**src/rtl/chg_sup_pkg.sv**
```systemverilog
package chg_sup_pkg;
  localparam int SP_W     = 16;
  localparam int N_SP     = 3;
  localparam int SP_VCHG  = 0;
  localparam int SP_ICHG  = 1;
  localparam int SP_ILIM  = 2;
  localparam int SS_STEPS = 8;
  localparam int STEP_W   = $clog2(SS_STEPS);

  typedef logic [SP_W-1:0] sp_t;

  localparam sp_t SP_MIN [N_SP] = '{16'd1024, 16'd128, 16'd256};
  localparam sp_t SP_MAX [N_SP] = '{16'd19200, 16'd8064, 16'd11008};

  typedef enum logic [2:0] {
    ST_IDLE = 3'd0,
    ST_WAIT = 3'd1,
    ST_SS   = 3'd2,
    ST_RUN  = 3'd3,
    ST_TMO  = 3'd4
  } sup_state_e;
endpackage

```
**src/rtl/chg_sup_setpoints.sv**
```systemverilog
module chg_sup_setpoints
  import chg_sup_pkg::*;
(
  input  logic            clk_i,
  input  logic            rst_ni,
  input  logic [N_SP-1:0] wr_i,
  input  sp_t             data_i,
  output logic            all_ok_o
);
  logic [N_SP-1:0] in_range;

  for (genvar g = 0; g < N_SP; g++) begin : g_sp
    sp_t val_q;
    always_ff @(posedge clk_i or negedge rst_ni) begin
      if (!rst_ni)     val_q <= '0;
      else if (wr_i[g]) val_q <= data_i;
    end
    assign in_range[g] = (val_q >= SP_MIN[g]) && (val_q <= SP_MAX[g]);
  end

  assign all_ok_o = &in_range;
endmodule

```
**src/rtl/chg_sup_delay.sv**
```systemverilog
module chg_sup_delay #(
  parameter longint unsigned LIM = 1
) (
  input  logic clk_i,
  input  logic rst_ni,
  input  logic run_i,
  output logic done_o
);
  localparam int CW = $clog2(LIM + 1);
  localparam logic [CW-1:0] LIM_C = CW'(LIM);

  logic [CW-1:0] cnt_q;

  // saturating count of consecutive cycles with run_i high
  always_ff @(posedge clk_i or negedge rst_ni) begin
    if (!rst_ni)             cnt_q <= '0;
    else if (!run_i)         cnt_q <= '0;
    else if (cnt_q != LIM_C) cnt_q <= cnt_q + 1'b1;
  end

  assign done_o = (cnt_q == LIM_C);
endmodule

```
**src/rtl/chg_sup_wdog.sv**
```systemverilog
module chg_sup_wdog #(
  parameter longint unsigned LIM = 2
) (
  input  logic clk_i,
  input  logic rst_ni,
  input  logic kick_v_i,
  input  logic kick_i_i,
  output logic expired_o
);
  localparam int CW = $clog2(LIM);
  localparam logic [CW-1:0] LIM_M1 = CW'(LIM - 1);

  logic [CW-1:0] cnt_q;
  logic          exp_q;
  logic          seen_v_q, seen_i_q;
  logic          both_seen;

  assign both_seen = (seen_v_q | kick_v_i) & (seen_i_q | kick_i_i);

  always_ff @(posedge clk_i or negedge rst_ni) begin
    if (!rst_ni) begin
      cnt_q    <= '0;
      exp_q    <= 1'b0;
      seen_v_q <= 1'b0;
      seen_i_q <= 1'b0;
    end else if (exp_q) begin
      if (both_seen) begin
        exp_q    <= 1'b0;
        cnt_q    <= '0;
        seen_v_q <= 1'b0;
        seen_i_q <= 1'b0;
      end else begin
        seen_v_q <= seen_v_q | kick_v_i;
        seen_i_q <= seen_i_q | kick_i_i;
      end
    end else if (kick_v_i || kick_i_i) begin
      cnt_q <= '0;
    end else if (cnt_q == LIM_M1) begin
      exp_q    <= 1'b1;
      cnt_q    <= '0;
      seen_v_q <= 1'b0;
      seen_i_q <= 1'b0;
    end else begin
      cnt_q <= cnt_q + 1'b1;
    end
  end

  assign expired_o = exp_q;
endmodule

```
**src/rtl/chg_sup_softstart.sv**
```systemverilog
module chg_sup_softstart
  import chg_sup_pkg::*;
#(
  parameter longint unsigned STEP_CYC = 1
) (
  input  logic              clk_i,
  input  logic              rst_ni,
  input  logic              active_i,
  output logic [STEP_W-1:0] step_o,
  output logic              last_o
);
  localparam int CW = $clog2(STEP_CYC + 1);
  localparam logic [CW-1:0]     LAST_C = CW'(STEP_CYC - 1);
  localparam logic [STEP_W-1:0] TOP    = STEP_W'(SS_STEPS - 1);

  logic [CW-1:0]     cnt_q;
  logic [STEP_W-1:0] step_q;

  always_ff @(posedge clk_i or negedge rst_ni) begin
    if (!rst_ni) begin
      cnt_q  <= '0;
      step_q <= '0;
    end else if (!active_i) begin
      cnt_q  <= '0;
      step_q <= '0;
    end else if (cnt_q == LAST_C) begin
      cnt_q <= '0;
      if (step_q != TOP) step_q <= step_q + 1'b1;
    end else begin
      cnt_q <= cnt_q + 1'b1;
    end
  end

  assign step_o = step_q;
  assign last_o = active_i && (step_q == TOP) && (cnt_q == LAST_C);
endmodule

```
**src/rtl/chg_enable_sup.sv**
```systemverilog
module chg_enable_sup
  import chg_sup_pkg::*;
#(
  parameter int unsigned CYC_PER_US  = 125,
  parameter int unsigned ADPT_DLY_US = 200,
  parameter int unsigned CE_DLY_US   = 2000,
  parameter int unsigned SS_STEP_US  = 1500,
  parameter int unsigned WDOG_US     = 170_000_000
) (
  input  logic              clk_i,
  input  logic              rst_ni,
  input  logic              adapter_ok_i,
  input  logic              supply_ok_i,
  input  logic              in_above_bat_i,
  input  logic              rails_ok_i,
  input  logic              over_temp_i,
  input  logic              chg_en_i,
  input  logic              wr_vset_i,
  input  logic              wr_iset_i,
  input  logic              wr_ilim_i,
  input  logic [SP_W-1:0]   wr_data_i,
  output logic              conv_en_o,
  output logic [STEP_W-1:0] ss_step_o,
  output logic              wdog_to_o
);
  localparam longint unsigned ADPT_CYC = 64'(CYC_PER_US) * 64'(ADPT_DLY_US);
  localparam longint unsigned CE_CYC   = 64'(CYC_PER_US) * 64'(CE_DLY_US);
  localparam longint unsigned SS_CYC   = 64'(CYC_PER_US) * 64'(SS_STEP_US);
  localparam longint unsigned WDOG_CYC = 64'(CYC_PER_US) * 64'(WDOG_US);

  sup_state_e        state_q, state_d;
  logic              sp_ok, adp_done, ce_done, expired;
  logic              ok_all, run_st, ss_last;
  logic [STEP_W-1:0] ss_step;
  logic [N_SP-1:0]   wr_vec;

  always_comb begin
    wr_vec          = '0;
    wr_vec[SP_VCHG] = wr_vset_i;
    wr_vec[SP_ICHG] = wr_iset_i;
    wr_vec[SP_ILIM] = wr_ilim_i;
  end

  chg_sup_setpoints u_sp (
    .clk_i    (clk_i),
    .rst_ni   (rst_ni),
    .wr_i     (wr_vec),
    .data_i   (wr_data_i),
    .all_ok_o (sp_ok)
  );

  chg_sup_delay #(.LIM(ADPT_CYC)) u_adp_dly (
    .clk_i  (clk_i),
    .rst_ni (rst_ni),
    .run_i  (adapter_ok_i),
    .done_o (adp_done)
  );

  chg_sup_delay #(.LIM(CE_CYC)) u_ce_dly (
    .clk_i  (clk_i),
    .rst_ni (rst_ni),
    .run_i  (adapter_ok_i & chg_en_i),
    .done_o (ce_done)
  );

  chg_sup_wdog #(.LIM(WDOG_CYC)) u_wdog (
    .clk_i     (clk_i),
    .rst_ni    (rst_ni),
    .kick_v_i  (wr_vset_i),
    .kick_i_i  (wr_iset_i),
    .expired_o (expired)
  );

  assign run_st = (state_q == ST_SS) || (state_q == ST_RUN);

  chg_sup_softstart #(.STEP_CYC(SS_CYC)) u_ss (
    .clk_i    (clk_i),
    .rst_ni   (rst_ni),
    .active_i (run_st),
    .step_o   (ss_step),
    .last_o   (ss_last)
  );

  assign ok_all = adapter_ok_i & supply_ok_i & in_above_bat_i & rails_ok_i &
                  chg_en_i & ~over_temp_i & sp_ok & ~expired;

  always_comb begin
    state_d = state_q;
    unique case (state_q)
      ST_IDLE: if (ok_all) state_d = ST_WAIT;
      ST_WAIT: begin
        if (!ok_all)                state_d = ST_IDLE;
        else if (adp_done && ce_done) state_d = ST_SS;
      end
      ST_SS: begin
        if (!ok_all)      state_d = ST_IDLE;
        else if (ss_last) state_d = ST_RUN;
      end
      ST_RUN:  if (!ok_all) state_d = ST_IDLE;
      ST_TMO:  if (!expired) state_d = ST_IDLE;
      default: state_d = ST_IDLE;
    endcase
    if (expired && state_q != ST_TMO) state_d = ST_TMO;
  end

  always_ff @(posedge clk_i or negedge rst_ni) begin
    if (!rst_ni) state_q <= ST_IDLE;
    else         state_q <= state_d;
  end

  // gating by ok_all stops the converter without waiting for the FSM edge
  assign conv_en_o = run_st & ok_all;
  assign ss_step_o = conv_en_o ? ss_step : '0;
  assign wdog_to_o = expired;
endmodule

```
**config.mk**
```make
export PLATFORM = sky130hd
export DESIGN_NAME = chg_enable_sup
export DESIGN_NICKNAME = d
export VERILOG_FILES = /design/src/rtl/chg_sup_pkg.sv /design/src/rtl/chg_sup_setpoints.sv /design/src/rtl/chg_sup_delay.sv /design/src/rtl/chg_sup_wdog.sv /design/src/rtl/chg_sup_softstart.sv /design/src/rtl/chg_enable_sup.sv
export SDC_FILE = /design/constraint.sdc
export NUM_CORES = 1
export LEC_CHECK = 0
export BUFFER_PORTS_ARGS = -buffer_cell sky130_fd_sc_hd__buf_2
export CAP_MARGIN = 5
export CORE_ASPECT_RATIO = 0.9
export CORE_MARGIN = 2
export CORE_UTILIZATION = 28
export DETAILED_ROUTE_END_ITERATION = 12
export PLACE_DENSITY = 0.43
export SYNTH_ARGS = -nofsm -noshare
export SYNTH_HDL_FRONTEND = slang
export SYNTH_SLANG_ARGS = --single-unit
export TNS_END_PERCENT = 20
```
**constraint.sdc**
```tcl
create_clock -name clk_i -period 2.3 [get_ports clk_i]
set_input_delay 0.46 -clock clk_i [delete_from_list [all_inputs] [get_ports clk_i]]
set_output_delay 0.46 -clock clk_i [all_outputs]
set_load 0.05 [all_outputs]
```
==> flow_metrics.tcl <==
set metrics [dict create \
    status "finished with violations" \
    violations "negative setup slack" \
    clkSlewWorstSetupHoldPaths_ns 0.07 \
    grt_pass1_wl_mm 27.6 \
    cts_root_buf "clkbuf_16" \
    dpl.hpwl_mm 11.7 \
    yosysTopAreaCellShare 0.513 \
    async_reset_ff_frac 1.00 \
    finalClockSkew_ns 0.00984 \
    die-area_mm2 0.0262 \
    cts_tree "yes" \
    routed_via_density 4.77 \
    p_per_area_mw_per_mm2 692 \
    path_max_fanout 5 \
    rows 54 \
    netlist_top_cells_count "143 x dfrtp_1, 80 x nor2_1, 49 x mux2_2, 40 x nand2_1, 35 x xnor2_1" \
    yosysMostFrequentCell "dfrtp_1" \
    grt_max_degree 57 \
    route.detailed.drc 0 \
    tns_ns -1.48 \
    avgRoutedWirePerCell_um 15.0 \
    ys_seq_area_frac 0.513 \
    synth_enable_flop_cells 0 \
    crit_type "register to primary output" \
    netlist_area_mm2 0.00698 \
    top_usage_layer "met2" \
    fin_crit_ns 2.68 \
    holdCritPathClass "input port to register" \
    yosysUniqueCellTypes 54 \
    ant_nets 0 \
    worst_slack_ns -0.379 \
    drv_cap 0 \
    synth_top_family_by_area "simple AND/OR/NAND/NOR gates" \
    synth_area_leaders "dfrtp_1 51%, mux2_2 7.9%, xnor2_1 4.4%" \
    io-pin-count 32 \
    synth_fa_ha_area_frac 0.0143 \
    die_h_um 154 \
    grt_antenna_before_repair 0 \
    total_power_mw 5.94 \
    p_leak_nw 3.50 \
    final_area_mm2 0.00859 \
    ys_warn_count 0 \
    cp.arrival_ns 2.22 \
    hold_violations 0 \
    vias 5170 \
    period_share 1.16 \
    areaGrowthSynthToFinish_pct 23.1 \
    diodes 0 \
    tightest_slew_ns 0.526 \
    grt_pass1_vias 5351 \
    placed_area_mm2 0.00790 \
    htreeDepth 4 \
    grt-ovfl-total 0 \
    synth_area_leader_cell "dfrtp_1" \
    wirelength_mm 16.2 \
    core_mm2 0.0244 \
    layout-drive-gt1-share 0.243 \
    use_met2 0.206 \
    cts_made_buffers 17 \
    synth_nets 699 \
    syn_area_per_cell_um2 10.5 \
    critPathLaunchType "register" \
    yosys.area_share.simple 0.223 \
    initial_utilization 0.286 \
    synth_ff_type "dfrtp_1" \
    use_met1 0.185 \
    numPortBuffers 31 \
    muxShareOfSynthArea 0.0877 \
    ys_seq_elements 143 \
    syn_inst 664 \
    gp_congestion 0.820 \
    slew_headroom 0.649 \
    peakVddDrop_mv 0.471 \
    drt_iter0_markers 261 \
    max_freq_ghz 0.373 \
    track_usage 0.133 \
    firstDrtPassIters 7 \
    insertion_delay_ns 0.42 \
    nets 770 \
    synth-xor-area-share 0.0791 \
    end_kind "primary output" \
    cts.sinks 143 \
    slew_viol_final 0 \
    synth-compound-area-share 0.0610 \
    die_w_um 170 \
    worstPathRequired_ns 1.84 \
    rsz0062_at_grt "yes" \
    met3_usage 0.0314 \
    cts.path.max_buffers 2 \
    setup_violations 4 \
]
where the power goes:
part           internal [mW]  switching (mW)  total [mW]
clock                   1.76            1.15        2.90
combinational          0.172           0.187       0.359
sequential              2.61          0.0689        2.68
area by class of cell:
class / instances / area [um2]
clock buffers: 18 / 439
multi-input cells: 483 / 3370
inverters: 18 / 67.6
well taps: 336 / 420
repair buffers: 72 / 531
fillers: 2454 / 15800
flip-flops and latches: 143 / 3580
clock inverters: 14 / 181
critical path, stage by stage, from the launching register on:
cell,delay [ns]
dfrtp_1,0.38
nor4_2,0.33
a41oi_2,0.21
o22ai_4,0.22
o2111ai_4,0.27
nor3_4,0.20
buf_6,0.18
metal layers:
layer,part of all wire,up-vias
met2,0.45,76
met1,0.50,2569
met3,0.033,15
met4,0.013,0
met5,0,-
li1,-,2510
worst paths after layout:
check / start / endpoint / slack (ns) / depth (start not counted)
setup / recovery: u_sp.g_sp[0].val_q[4]$_DFFE_PN0P_ / ss_step_o[1] / -0.38 / 6
hold / removal: wr_data_i[7] / u_sp.g_sp[1].val_q[7]$_DFFE_PN0P_ / 0.31 / 2
setup reg to reg: u_wdog.cnt_q[21]$_DFFE_PN0P_ / u_wdog.cnt_q[21]$_DFFE_PN0P_ / 0.17 / 6
hold reg to reg: state_q[2]$_DFFE_PN0P_ / state_q[1]$_DFFE_PN0P_ / 0.45 / 1
max in group asynchronous: rst_ni / u_sp.g_sp[1].val_q[5]$_DFFE_PN0P_ / 1.11 / 3
min in group asynchronous: rst_ni / u_ce_dly.cnt_q[9]$_DFFE_PN0P_ / 0.53 / 2
logic make-up (layout without fill, tap and decap cells):
| group | Yosys count | count (layout) |
|---|---|---|
| compound gates | 66 | 66 |
| xor+xnor | 63 | 63 |
| fa+ha+maj | 8 | 8 |
| buf+inv | 38 | 122 |
| flops | 143 | 143 |
| mux | 55 | 55 |
| simple gates | 291 | 291 |
registers in the layout, summed over array words and instances (netlist names):
register,cells
u_sp.g_sp.val_q,48
u_wdog.cnt_q,35
u_ce_dly.cnt_q,18
u_ss.cnt_q,18
u_adp_dly.cnt_q,15
state_q,3
u_ss.step_o,3
u_wdog.expired_o,1
u_wdog.seen_i_q,1
u_wdog.seen_v_q,1
repair_timing:
| action | 4_1_cts | 5_1_grt |
|---|---|---|
| hold buffers | 1 | 0 |
| setup buffers | 0 | 0 |
| hold endpoints to repair | 42 | 0 |
| pin swaps | 3 | 1 |
| gates resized for setup | 13 | 1 |
| setup endpoints to repair | 4 | 6 |
through the flow:
stage	setup WS, ns	hold WS, ns	utilization	cells
final	-0.379	0.307	0.352	1084
after global routing	-0.544	0.296	0.352	1084
after CTS	-0.445	0.289	0.352	1084
after detailed placement	-0.179	0.417	0.324	1051
after global placement	-0.181	0.413	0.324	1051
after floorplan	0.0188	0.164	-	664
cell usage in the layout, fill, tap and decap left out, types with 7 or more instances in the layout:
cell	n
and2_1	15
and4_1	8
o21ai_0	18
a31oi_1	7
and3_1	17
inv_1	17
clkbuf_16	17
xnor2_1	35
buf_4	38
nor2_1	79
ha_1	8
nand3_1	32
xor2_1	28
a21oi_1	17
mux2_2	49
buf_2	26
dfrtp_1	142
nor3_1	13
nand2_1	40
nor4_1	17
nand4_1	30
Note: power is estimated with default switching activity, not from simulation.
